### config.mk
export PLATFORM = sky130hd
export DESIGN_NAME = rstSourceAgg
export DESIGN_NICKNAME = d
export VERILOG_FILES = /design/src/rtl/rstAggPkg.sv /design/src/rtl/rstGlitchFilter.sv /design/src/rtl/rstAggCtrl.sv /design/src/rtl/rstAggFlags.sv /design/src/rtl/rstSourceAgg.sv
export SDC_FILE = /design/constraint.sdc
export NUM_CORES = 1
export LEC_CHECK = 0
export BUFFER_PORTS_ARGS = -buffer_cell sky130_fd_sc_hd__buf_2
export CAP_MARGIN = 5
export CORE_ASPECT_RATIO = 0.8
export CORE_UTILIZATION = 30
export DETAILED_ROUTE_END_ITERATION = 8
export PLACE_DENSITY = 0.55
export SETUP_SLACK_MARGIN = 0.5
export SLEW_MARGIN = 10
export SYNTH_ARGS = -nofsm -noshare
export SYNTH_HDL_FRONTEND = slang
export SYNTH_HIERARCHICAL = 1
export SYNTH_SLANG_ARGS = --single-unit
### constraint.sdc
create_clock -name clk -period 2.47 [get_ports clk]
set_input_delay 0.247 -clock clk [delete_from_list [all_inputs] [get_ports clk]]
set_output_delay 0.247 -clock clk [all_outputs]
set_load 0.02 [all_outputs]
### src/rtl/rstAggPkg.sv
package rstAggPkg;

  localparam int FLAG_W  = 16;
  localparam int NUM_SRC = 8;

  // Source indices on the request vector
  localparam int SRC_POR     = 0;
  localparam int SRC_BOR     = 1;
  localparam int SRC_WDT     = 2;
  localparam int SRC_INSTR   = 3;
  localparam int SRC_PIN     = 4;
  localparam int SRC_UNINIT  = 5;
  localparam int SRC_ILLEGAL = 6;
  localparam int SRC_TRAP    = 7;

  // Flag bit position for each source index
  function automatic int srcFlagPos(input int idx);
    case (idx)
      SRC_POR:     return 0;
      SRC_BOR:     return 1;
      SRC_WDT:     return 4;
      SRC_INSTR:   return 6;
      SRC_PIN:     return 7;
      SRC_UNINIT:  return 9;
      SRC_ILLEGAL: return 14;
      default:     return 15;
    endcase
  endfunction

  function automatic logic [FLAG_W-1:0] buildMask();
    logic [FLAG_W-1:0] m;
    m = '0;
    for (int i = 0; i < NUM_SRC; i++) m[srcFlagPos(i)] = 1'b1;
    return m;
  endfunction

  localparam logic [FLAG_W-1:0] FLAG_MASK = buildMask();
  localparam logic [FLAG_W-1:0] POR_VALUE =
    (FLAG_W'(1) << srcFlagPos(SRC_POR)) | (FLAG_W'(1) << srcFlagPos(SRC_BOR));

  // Strobes from control to the flag datapath
  typedef struct packed {
    logic [FLAG_W-1:0] causeSet;
    logic              anyCause;
  } rstStrobe_t;

endpackage

### src/rtl/rstGlitchFilter.sv
module rstGlitchFilter #(
  parameter int FILT_LEN = 4
) (
  input  logic clk,
  input  logic porReq,
  input  logic rawIn,
  output logic valid
);
  localparam int CNT_W = $clog2(FILT_LEN + 1);
  localparam logic [CNT_W-1:0] CNT_MAX = CNT_W'(FILT_LEN);

  logic [CNT_W-1:0] runCnt;

  always_ff @(posedge clk or posedge porReq) begin
    if (porReq)                runCnt <= '0;
    else if (!rawIn)           runCnt <= '0;
    else if (runCnt != CNT_MAX) runCnt <= runCnt + CNT_W'(1);
  end

  assign valid = (runCnt == CNT_MAX);

  // a zero sample always drops the filtered output
  p_drop_clears_r2: assert property (@(posedge clk) disable iff (porReq)
    !rawIn |=> !valid);

  // output can only rise while the raw input is held
  p_rise_needs_input_r2: assert property (@(posedge clk) disable iff (porReq)
    $rose(valid) |-> $past(rawIn));

endmodule

### src/rtl/rstAggCtrl.sv
module rstAggCtrl
  import rstAggPkg::*;
#(
  parameter int FILT_LEN = 4,
  parameter int HOLD_LEN = 16
) (
  input  logic       clk,
  input  logic       porReq,
  input  logic       pinReq,
  input  logic       instrReq,
  input  logic       wdtReq,
  input  logic       borReq,
  input  logic       trapReq,
  input  logic       illegalReq,
  input  logic       uninitReq,
  output rstStrobe_t ctrlStrobe,
  output logic       sysRst
);
  localparam int HOLD_W = $clog2(HOLD_LEN + 1);
  localparam logic [HOLD_W-1:0] HOLD_MAX = HOLD_W'(HOLD_LEN);

  logic               pinValid;
  logic [NUM_SRC-1:0] srcVec;
  logic [FLAG_W-1:0]  causeVec;
  logic               anyReq;
  logic [HOLD_W-1:0]  holdCnt;

  rstGlitchFilter #(.FILT_LEN(FILT_LEN)) uPinFilt (
    .clk    (clk),
    .porReq (porReq),
    .rawIn  (pinReq),
    .valid  (pinValid)
  );

  always_comb begin
    srcVec              = '0;
    srcVec[SRC_POR]     = porReq;
    srcVec[SRC_BOR]     = borReq;
    srcVec[SRC_WDT]     = wdtReq;
    srcVec[SRC_INSTR]   = instrReq;
    srcVec[SRC_PIN]     = pinValid;
    srcVec[SRC_UNINIT]  = uninitReq;
    srcVec[SRC_ILLEGAL] = illegalReq;
    srcVec[SRC_TRAP]    = trapReq;
  end

  // Scatter source levels onto their flag positions
  always_comb begin
    causeVec = '0;
    for (int i = 0; i < NUM_SRC; i++) causeVec[srcFlagPos(i)] = srcVec[i];
  end

  assign anyReq = |srcVec;

  always_ff @(posedge clk or posedge porReq) begin
    if (porReq)             holdCnt <= HOLD_MAX;
    else if (anyReq)        holdCnt <= HOLD_MAX;
    else if (holdCnt != '0) holdCnt <= holdCnt - HOLD_W'(1);
  end

  assign sysRst              = (holdCnt != '0);
  assign ctrlStrobe.causeSet = causeVec;
  assign ctrlStrobe.anyCause = anyReq;

  // any active source raises reset on the next edge
  p_any_raises_rst_r1: assert property (@(posedge clk) disable iff (porReq)
    anyReq |=> sysRst);

  // reset only releases after a quiet edge
  p_release_quiet_r3: assert property (@(posedge clk) disable iff (porReq)
    $fell(sysRst) |-> !$past(anyReq));

endmodule

### src/rtl/rstAggFlags.sv
module rstAggFlags
  import rstAggPkg::*;
(
  input  logic              clk,
  input  logic              porReq,
  input  rstStrobe_t        ctrlStrobe,
  input  logic              wrEn,
  input  logic [FLAG_W-1:0] wrData,
  output logic [FLAG_W-1:0] rdData
);
  logic [FLAG_W-1:0] flags;
  logic [FLAG_W-1:0] nextFlags;

  // Write first, then hardware causes OR on top so they win
  always_comb begin
    nextFlags = flags;
    if (wrEn) nextFlags = wrData & FLAG_MASK;
    nextFlags = nextFlags | (ctrlStrobe.causeSet & FLAG_MASK);
  end

  always_ff @(posedge clk or posedge porReq) begin
    if (porReq) flags <= POR_VALUE;
    else        flags <= nextFlags;
  end

  assign rdData = flags;

  // captured cause bits are set after the edge
  p_cause_wins_r9: assert property (@(posedge clk) disable iff (porReq)
    ctrlStrobe.anyCause |=> ((flags & $past(ctrlStrobe.causeSet)) == $past(ctrlStrobe.causeSet)));

  // a write with no cause loads the masked data
  p_write_loads_r7: assert property (@(posedge clk) disable iff (porReq)
    (wrEn && !ctrlStrobe.anyCause) |=> (flags == ($past(wrData) & FLAG_MASK)));

  // without a write, no flag is ever cleared
  p_flags_keep_r6: assert property (@(posedge clk) disable iff (porReq)
    !wrEn |=> ((flags & $past(flags)) == $past(flags)));

endmodule

### src/rtl/rstSourceAgg.sv
module rstSourceAgg
  import rstAggPkg::*;
#(
  parameter int FILT_LEN = 4,
  parameter int HOLD_LEN = 16
) (
  input  logic        clk,
  input  logic        porReq,
  input  logic        pinReq,
  input  logic        instrReq,
  input  logic        wdtReq,
  input  logic        borReq,
  input  logic        trapReq,
  input  logic        illegalReq,
  input  logic        uninitReq,
  input  logic        regWrEn,
  input  logic [15:0] regWrData,
  output logic [15:0] regRdData,
  output logic        sysRst
);
  rstStrobe_t ctrlStrobe;

  rstAggCtrl #(.FILT_LEN(FILT_LEN), .HOLD_LEN(HOLD_LEN)) uCtrl (
    .clk        (clk),
    .porReq     (porReq),
    .pinReq     (pinReq),
    .instrReq   (instrReq),
    .wdtReq     (wdtReq),
    .borReq     (borReq),
    .trapReq    (trapReq),
    .illegalReq (illegalReq),
    .uninitReq  (uninitReq),
    .ctrlStrobe (ctrlStrobe),
    .sysRst     (sysRst)
  );

  rstAggFlags uFlags (
    .clk        (clk),
    .porReq     (porReq),
    .ctrlStrobe (ctrlStrobe),
    .wrEn       (regWrEn),
    .wrData     (regWrData),
    .rdData     (regRdData)
  );

  // with no cause and reset released, nothing (a write included) raises reset
  p_write_no_rst_r8: assert property (@(posedge clk) disable iff (porReq)
    (!ctrlStrobe.anyCause && !sysRst) |=> !sysRst);

endmodule

Word-level counts from Yosys, hierarchy flattened
Index checks and enable logic that the tools add are counted.

Add/subtract/negate cells: 2. Multipliers: 0. Div/mod/pow operators: 0. $lt $le $gt $ge: 0. Equal/unequal tests: 3. Shifts and indexed selects: 0. Multiplexer cells: 5. Bitwise logic cells: 1. Reductions and logical operators: 3.

Operators by type and width (count): $mux 16 (1); $or 16x16->16 (1); $mux 5 (2); $reduce_or 8->1 (1); $mux 3 (2); $reduce_bool 5->1 (1); $sub 5x1->5 const B (1); $add 3x1->3 const B (1); $eq 3x3->1 const B (1); $ne 3x3->1 const B (1); $ne 2x1->1 const B (1); $reduce_bool 2->1 (1).

Bits in registers: 24. Latch bits: 0. Memory bits (writable): 0. Bits in read-only memories: 0. Bits of input ports: 26. Memories: 0.

Depth between registers and ports, before layout
Gate-level depths: netlist of the first run.

Word-level depth: 3. Mapped depth: 6. Mapped depth without buffers: 6.

By module
Netlist of the first run, hierarchy kept.

Modules (own cells, without submodules): rstAggFlags (instances 1, cells an instance 35, area each 409.1 µm², sequential area each 202.7 µm²); rstAggCtrl (instances 1, cells an instance 47, area each 402.9 µm², sequential area each 126.4 µm²); rstGlitchFilter (instances 1, cells an instance 18, area each 175.2 µm², sequential area each 75.1 µm²).

Least setup slack after synthesis of the first run
OpenSTA, ideal clock, no wires.

Path kind: flip-flop to flip-flop. Start point: register uCtrl.holdCnt[0]. End point: register uCtrl.holdCnt[0]. Library setup time: 124 ps. Arrival time: 1409 ps. Data required time: 2346 ps. Path slack: 937 ps. Stages on the path, launching flop included: 7. Path buffers: 1. Cells stage by stage: dfrtp_1 inv_1 ha_1 or4b_1 buf_2 xnor2_1 nor2_1.

Elaborated cells between the ends (all ways): 5. Classes of those cells: add/sub (1); mux (2); reduce/logical (2).

RTL lines: start, declared (RTL line rstAggCtrl.sv:26) `logic [HOLD_W-1:0] holdCnt;`; start signal, assigned (RTL line rstAggCtrl.sv:58) `else if (holdCnt != '0) holdCnt <= holdCnt - HOLD_W'(1);`; $reduce_bool 5->1; named net sysRst (RTL line rstSourceAgg.sv:19) `output logic sysRst`; $reduce_bool 2->1 (no source line).

The timed path passes the listed nets, and every way through them passes these cells. The select of a mux whose other input is x is not followed. A chain may end at the register's enable or synchronous reset.

Worst setup path after layout of the first run
Start point: register uCtrl.holdCnt[0]. End point: output port sysRst.

Word-level cells in the longest chain between the ends: 1.

RTL lines: $reduce_bool 5->1 (RTL line rstAggCtrl.sv:61) `assign sysRst = (holdCnt != '0);`; end, declared (RTL line rstSourceAgg.sv:19).

No other way between the ends.

==> results of run 1 <==
## path summary, 6_finish.rpt
check | slack (ps) | start | to
min in group asynchronous | 460 | porReq | uCtrl/uPinFilt/runCnt[2]
hold / removal | 210 | wdtReq | uFlags/rdData[4]
setup reg to reg | 760 | uCtrl/uPinFilt/runCnt[0] | uCtrl/holdCnt[4]
max in group asynchronous | 1640 | porReq | uFlags/rdData[0]
hold reg to reg | 520 | uCtrl/holdCnt[4] | uCtrl/holdCnt[4]
setup / recovery | 600 | uCtrl/holdCnt[0] | sysRst
## state kept, by name (all words and copies together) (netlist names)
name                   flops
uCtrl/uPinFilt/runCnt      3
uCtrl/holdCnt              5
uFlags/rdData              8
## critical path, delay by kind of cell, from the launching register on
kind                     cells  cell delay (ps)
adder cells (fa/ha/maj)      1              210
flip-flops                   1              400
buffers and inverters        2              260
AND/OR/NAND/NOR              1              520
## area by class of cell
| type | count | share of cell area |
|---|---|---|
| sequential | 16 | 0.383 |
| multi-input combinational | 54 | 0.355 |
| timing repair buffer | 27 | 0.133 |
| clock buffer | 4 | 0.0522 |
| tap | 38 | 0.0451 |
| inverter | 9 | 0.0320 |
## metal layers
| layer | routed length (um) | vias to the layer above | track usage |
|---|---|---|---|
| met5 | 0 | - | 0 |
| met4 | 9 | 0 | 0.0341 |
| met3 | 73 | 2 | 0.0379 |
| met2 | 717 | 15 | 0.151 |
| met1 | 759 | 301 | 0.141 |
| li1 | - | 317 | - |
## report_power, final
part           switching, mW  total, mW  internal, mW  leakage (nW)
clock network         0.0838      0.225         0.141        0.0288
logic                 0.0615      0.104        0.0424         0.313
registers             0.0105      0.291         0.280         0.190
## repair_timing
item                                    CTS  global route
hold endpoints to repair                  7             0
gates resized for setup                   1             1
hold buffers                              1             0
endpoints found under the setup margin    1             1
## layout by cell type (no fill, tap or decap), drive strengths merged
cell          n
dfrtp        13
nor2b         8
conb          8
nor4          2
xnor2         1
or4b          1
dlygate4sd3   1
nand3b        1
and2          1
clkbuf        4
nor2          3
ha            3
or3           1
buf          26
o21ai         3
nand2         4
a211oi        1
a31oi         1
inv           9
a21o          1
dfstp         3
nand2b        2
nand4         2
a211o         9
a21oi         2
==> run summary, run 1 <==
Setup violations remaining at the end of the flow were counted as 0. Detailed placement ended at an HPWL of 1.26 mm. Pin placement for this block handled 43 I/O pins. Input and output buffers added on the ports amount to 26. The sum of routed wire length over all layers came out at 1.56 mm.

Dividing total power by cell area gives a power density of 587 nW/um^2. For this block, the initial DRC count from the detailed router was 10. Final-layout setup total negative slack: 0 ps. The global routing usage summed across all routing layers came out at 0.104. The post-CTS setup-driven buffer insertion count is 0. Average routed wire per standard cell: 10.5 um.

The starting utilization of the core area was 0.324. After layout, the worst setup slack is 600 ps. The tightest hold path in the finished design has a slack of 206 ps. During synthesis, Yosys emitted a total of 6 warnings.

The area of the multi-input gates came out at 374 sq um. The worst-case reg-to-reg path depth is 6. The share of the core filled with cells in the final layout was 0.373. STA puts the critical path data required time at 2220 ps. After global routing the overflow that remains totals 0. Traced cell by cell, the critical path runs through inv_1 > ha_2 > or4b_4 > buf_2.

The longest individual stage delay on the worst path is 520 ps. Timing would allow up to 535 MHz. The run gives 16 as the number of sinks handled by clock tree synthesis.

For the count of pins over their slew limit, the log shows 0. In this run the cell area of the synthesized design comes to 916 sq um. The fraction of final layout cells sized beyond drive strength 1 was 0.409.

TritonCTS built the clock tree. Registers take 404 sq um. For the worst setup path, the data arrival time is 1620 ps.

The tools report the root buffer cell as clkbuf_8. The analysis attributes to cell leakage a power of 0.532 nW. Overall power consumption after layout is estimated at 620 uW.

The largest net degree at the start of global routing was 17; the number of standard cells after synthesis was 90. The flow ran to the end, and the final reports show no timing, DRC or antenna violations. The final hold violation count is 0.

In this run, CTS created clock tree buffers numbering 3. The tool flagged a number of max-cap violations equal to 0. The period utilization was 0.757; the number of nets still failing antenna checks after routing was 0. For this block, the via count after detailed routing is 635. The width of the die is 63.8 um. Depth of the CTS H-tree: 1.

For the final database, setup skew stands at 4.24 ps. The repair_antennas step left the layout with diodes totalling 0. Path type of the worst min-delay path: in2reg. The later pin in the worst-skew pair is clocked with a latency of 240 ps. The setup path with the least slack is of type reg2out.

The first detailed-routing pass took 3 iterations. Last weighted congestion value of the routability-driven placer: 0.711. In the routed design, unresolved DRC markers number 0. IR analysis of the VDD net gives a maximum drop of 299 uV. The die area was 3280 sq um; the wire length of the first global-routing pass was 2.56 mm.

The final layout net count is 140, and the maximum fanout along the worst path is 5. The post-layout instance count excluding filler cells came out at 148. In this run the standard cell core region covers 2830 sq um. The critical path's slowest cell was or4b_4.

For the total placed cells including tap cells, the log shows 143. For the finished layout, the period the worst path requires is 1870 ps. The startpoint type of the worst setup path was a flop. In this run the deepest clock path goes through 2 buffers. STA classifies the critical path endpoint as an output port. The number of antenna violations at the first check in global routing is 0, and the number of fill cells in the layout is 296. Setup repair after global routing left no endpoint under its margin. Row generation in the floorplan step produced 17 rows.

A synthesized cell averages 10.2 sq um. The relative area change from synthesis to final layout is 15.2%, and the number of global-route vias before repair is 560. After detailed placement, the total cell area comes to 983 sq um.

The post-route cell area is 1050 sq um, and the worst-case setup slack after placement is 761 ps. Dividing the detail-routed via count by the number of cells gives 4.29. Clock-pin slew was measured on the worst setup and hold paths at 60 ps.

The floorplan step set the die height to 51.4 um. The cell depth of the worst min-delay path was 2.
No activity file was read; power rests on OpenSTA's default activity.
==> run 2, diff against run 1 <==
ABC_AREA = 1   (was unset)
PLACE_DENSITY = 0.53   (was 0.55)
clock period = 1.87 ns   (was 2.47 ns; I/O delays follow)
==> run 2 against run 1 <==
Clock-buffer cell count did not move. Combinational power increased by 94%. Global-route usage up 1.1 points. Die area grew 15%. Sequential share of layout area down 7.2 points. Final cell count up 36%. Clock skew shrank 2.9 ps. Core utilization increased by 3.0 points. Register-to-register slack worse by 220 ps. Power rose by 38%. Critical path depth up 5.
==> run summary, run 2 <==
For this design, the slowest cell found on the critical path is dfrtp_1. The first global-routing pass estimated 3.12 mm of wire. The average vias per placed instance was 4.18.

The number of warnings reported in the yosys synthesis log came out at 6. The final layout net count was 192; the largest net degree at the start of global routing was 10. The met2 track demand over resource in global routing came out at 0.191.

Input and output buffers added on the ports amount to 26. The first detailed-routing pass ran for 4 iterations. The cell area after synthesis was 1050 sq um. STA classifies the critical path endpoint as a flop. Counting every instance in the synthesized netlist gives 133. Adding up every negative setup slack in the final design gives 0 ps. The number of antenna violations at the first check in global routing is 0. For the total power of the final layout, the log shows 856 uW.

The CTS clock-pin slew for the worst setup and hold paths came out at 60 ps. The floorplan has 18 rows. From bottom edge to top edge, the die measures 55.0 um. The run gives 0.0266 as the global-route track usage on met3. The detailed router placed 844 vias in this run. The switching portion of total power works out to 0.292. The average instance area after synthesis came out at 7.93 sq um. The last weighted congestion value of the routability-driven placer was 0.646; the period utilization was 0.711. The number of fill cells in the layout is 341. The most prevalent standard cell on the critical path was nor2_4. The first routing iteration left 39 violations. The shortest clock period the worst path allows after layout works out to 1330 ps.

For the number of buffers created by CTS, the log shows 3. For the clock network fraction of total power, the log shows 0.312. Core outline area: 3220 sq um.

At the placement stage, the worst setup path has a slack of 374 ps. Critical path start-end classification: reg2reg. The number of global-route vias before repair came out at 714. The global route total overflow was 0. The later pin in the worst-skew pair is clocked with a latency of 250 ps.

The sequential fraction of design power was 0.452. Setup violations remaining at the end of the flow were counted as 0. Fraction of final layout cells sized beyond drive strength 1: 0.432.

The depth of the CTS H-tree was 1. Data on the critical path arrives at its endpoint at 1510 ps. At the worst endpoint, the required time is 2050 ps.

The starting utilization of the core area is 0.328, and the number of flip-flops in the largest register is 8. In this run the clock root is driven by a clkbuf_8. The final hold violation count was 0; the die area was 3760 sq um. On the final layout, the worst clock skew is 1.36 ps. On the critical path the largest part of the delay comes from simple AND/OR/NAND/NOR gates. The longest individual stage delay on the worst path was 370 ps; the met1 track demand over resource in global routing was 0.140. The die is 68.3 um wide. Across the VDD grid, the largest voltage drop is 204 uV. Counting both buffers and inverters, the worst setup path holds a total of 2. Once routing completed, OpenROAD measured the worst setup slack at 541 ps. Dividing the detail-routed wire length by the instance count gives 10.7 um.

The number of nets still failing antenna checks after routing came out at 0. The startpoint type of the worst setup path was a flop. The flow ran to the end, and the final reports show no timing, DRC or antenna violations. The global routing usage summed across all routing layers was 0.114.

Combinational share of power: 0.235. TritonCTS built the clock tree. Along the worst path, the maximum fanout reaches 5.

The ratio of total power to cell area is 659 nW/um^2. The min-delay analysis places its worst path in the category in2reg. Derived from the worst setup path, the maximum achievable clock frequency is 752 MHz.

The number of sinks handled by clock tree synthesis is 16, and the worst-case clock buffer depth is 2. 0 antenna diodes ended up in the layout. Setup repair after global routing could not meet its margin everywhere. For the number of maximum-capacitance violations, the log shows 0.

Leaving out fill and tap cells, the most frequent cells in the layout are 25 x buf_2, 25 x nand2_1, 21 x inv_1. After detailed routing, the number of remaining DRC violations is 0. The analysis attributes to cell leakage a power of 0.710 nW.

Summed over all layers, the routed wires come to 2.16 mm. Walking the worst path, the cells encountered are inv_1 > ha_4 > nand2_4 > inv_4 > nor2_4 > nand2_2 > nor2_4 > nand3_2 > nor2_1. In this run the most used layer during global routing was met2. The tools report the count of pins over their slew limit as 0.

In this run the power spent charging and discharging nets is 250 uW. The internal power of the cells totals 606 uW. The sum of net half-perimeters after detailed placement came out at 1.52 mm. Pin placement for this block handled 43 I/O pins. Relative area change from synthesis to final layout: 23.1%.
-- run 2: worst paths after layout --
| kind | start | slack (ps) | cells past startpoint | endpoint |
|---|---|---|---|---|
| worst max-delay path | uCtrl/uPinFilt/runCnt[1] | 540 | 9 | uCtrl/holdCnt[3] |
| worst min-delay path | instrReq | 150 | 3 | uFlags/rdData[6] |
| worst max register to register | uCtrl/uPinFilt/runCnt[1] | 540 | 9 | uCtrl/holdCnt[3] |
| worst min register to register | uFlags/rdData[1] | 480 | 2 | uFlags/rdData[1] |
| max in group asynchronous | porReq | 1080 | 3 | uFlags/rdData[1] |
| min in group asynchronous | porReq | 390 | 3 | uCtrl/uPinFilt/runCnt[2] |
-- run 2: worst register-to-register path: cells and delay by family (launching register included) --
kind	cells	cell delay, ps
and+or+nand+nor	6	600
buffers and inverters	2	120
DFF	1	370
adders and majority gates	1	180
-- run 2: power groups by stage --
stage,registers (mW),clock network (mW),logic [mW]
floorplan,0.408,0,0.114
detailed placement,0.393,0,0.155
CTS,0.386,0.276,0.175
global route,0.390,0.294,0.223
global placement,0.393,0,0.150
finish,0.387,0.267,0.202
-- run 2: timing repair --
item,4_1_cts,5_1_grt
endpoints found under the setup margin,6,6
pin swaps,5,7
hold endpoints to repair,13,0
resized for setup,7,9
hold buffers,1,0
buffers inserted,3,5
-- run 2: final cells by class --
type	count	area [sq um]	area share
flip-flops and latches	16	404	0.311
multi-input cells	81	485	0.374
well taps	40	50.0	0.0385
inverters	26	108	0.0829
repair buffers	35	206	0.159
clock buffers	4	45.0	0.0347
-- run 2: metrics by stage --
stage               utilization  cell area [sq um]  instances  hold WS, ps
global route              0.403               1300        202          161
floorplan                     -               1080        140        -59.4
detailed placement        0.351               1130        189          109
global placement          0.351               1130        189          102
CTS                       0.382               1230        197          151
finish                    0.403               1300        202          154
-- run 2: per-layer routing --
layer  part of all wire  wire, um
met2               0.49      1050
met3              0.052       112
met5                  0         0
met4                  0         0
met1               0.46       995
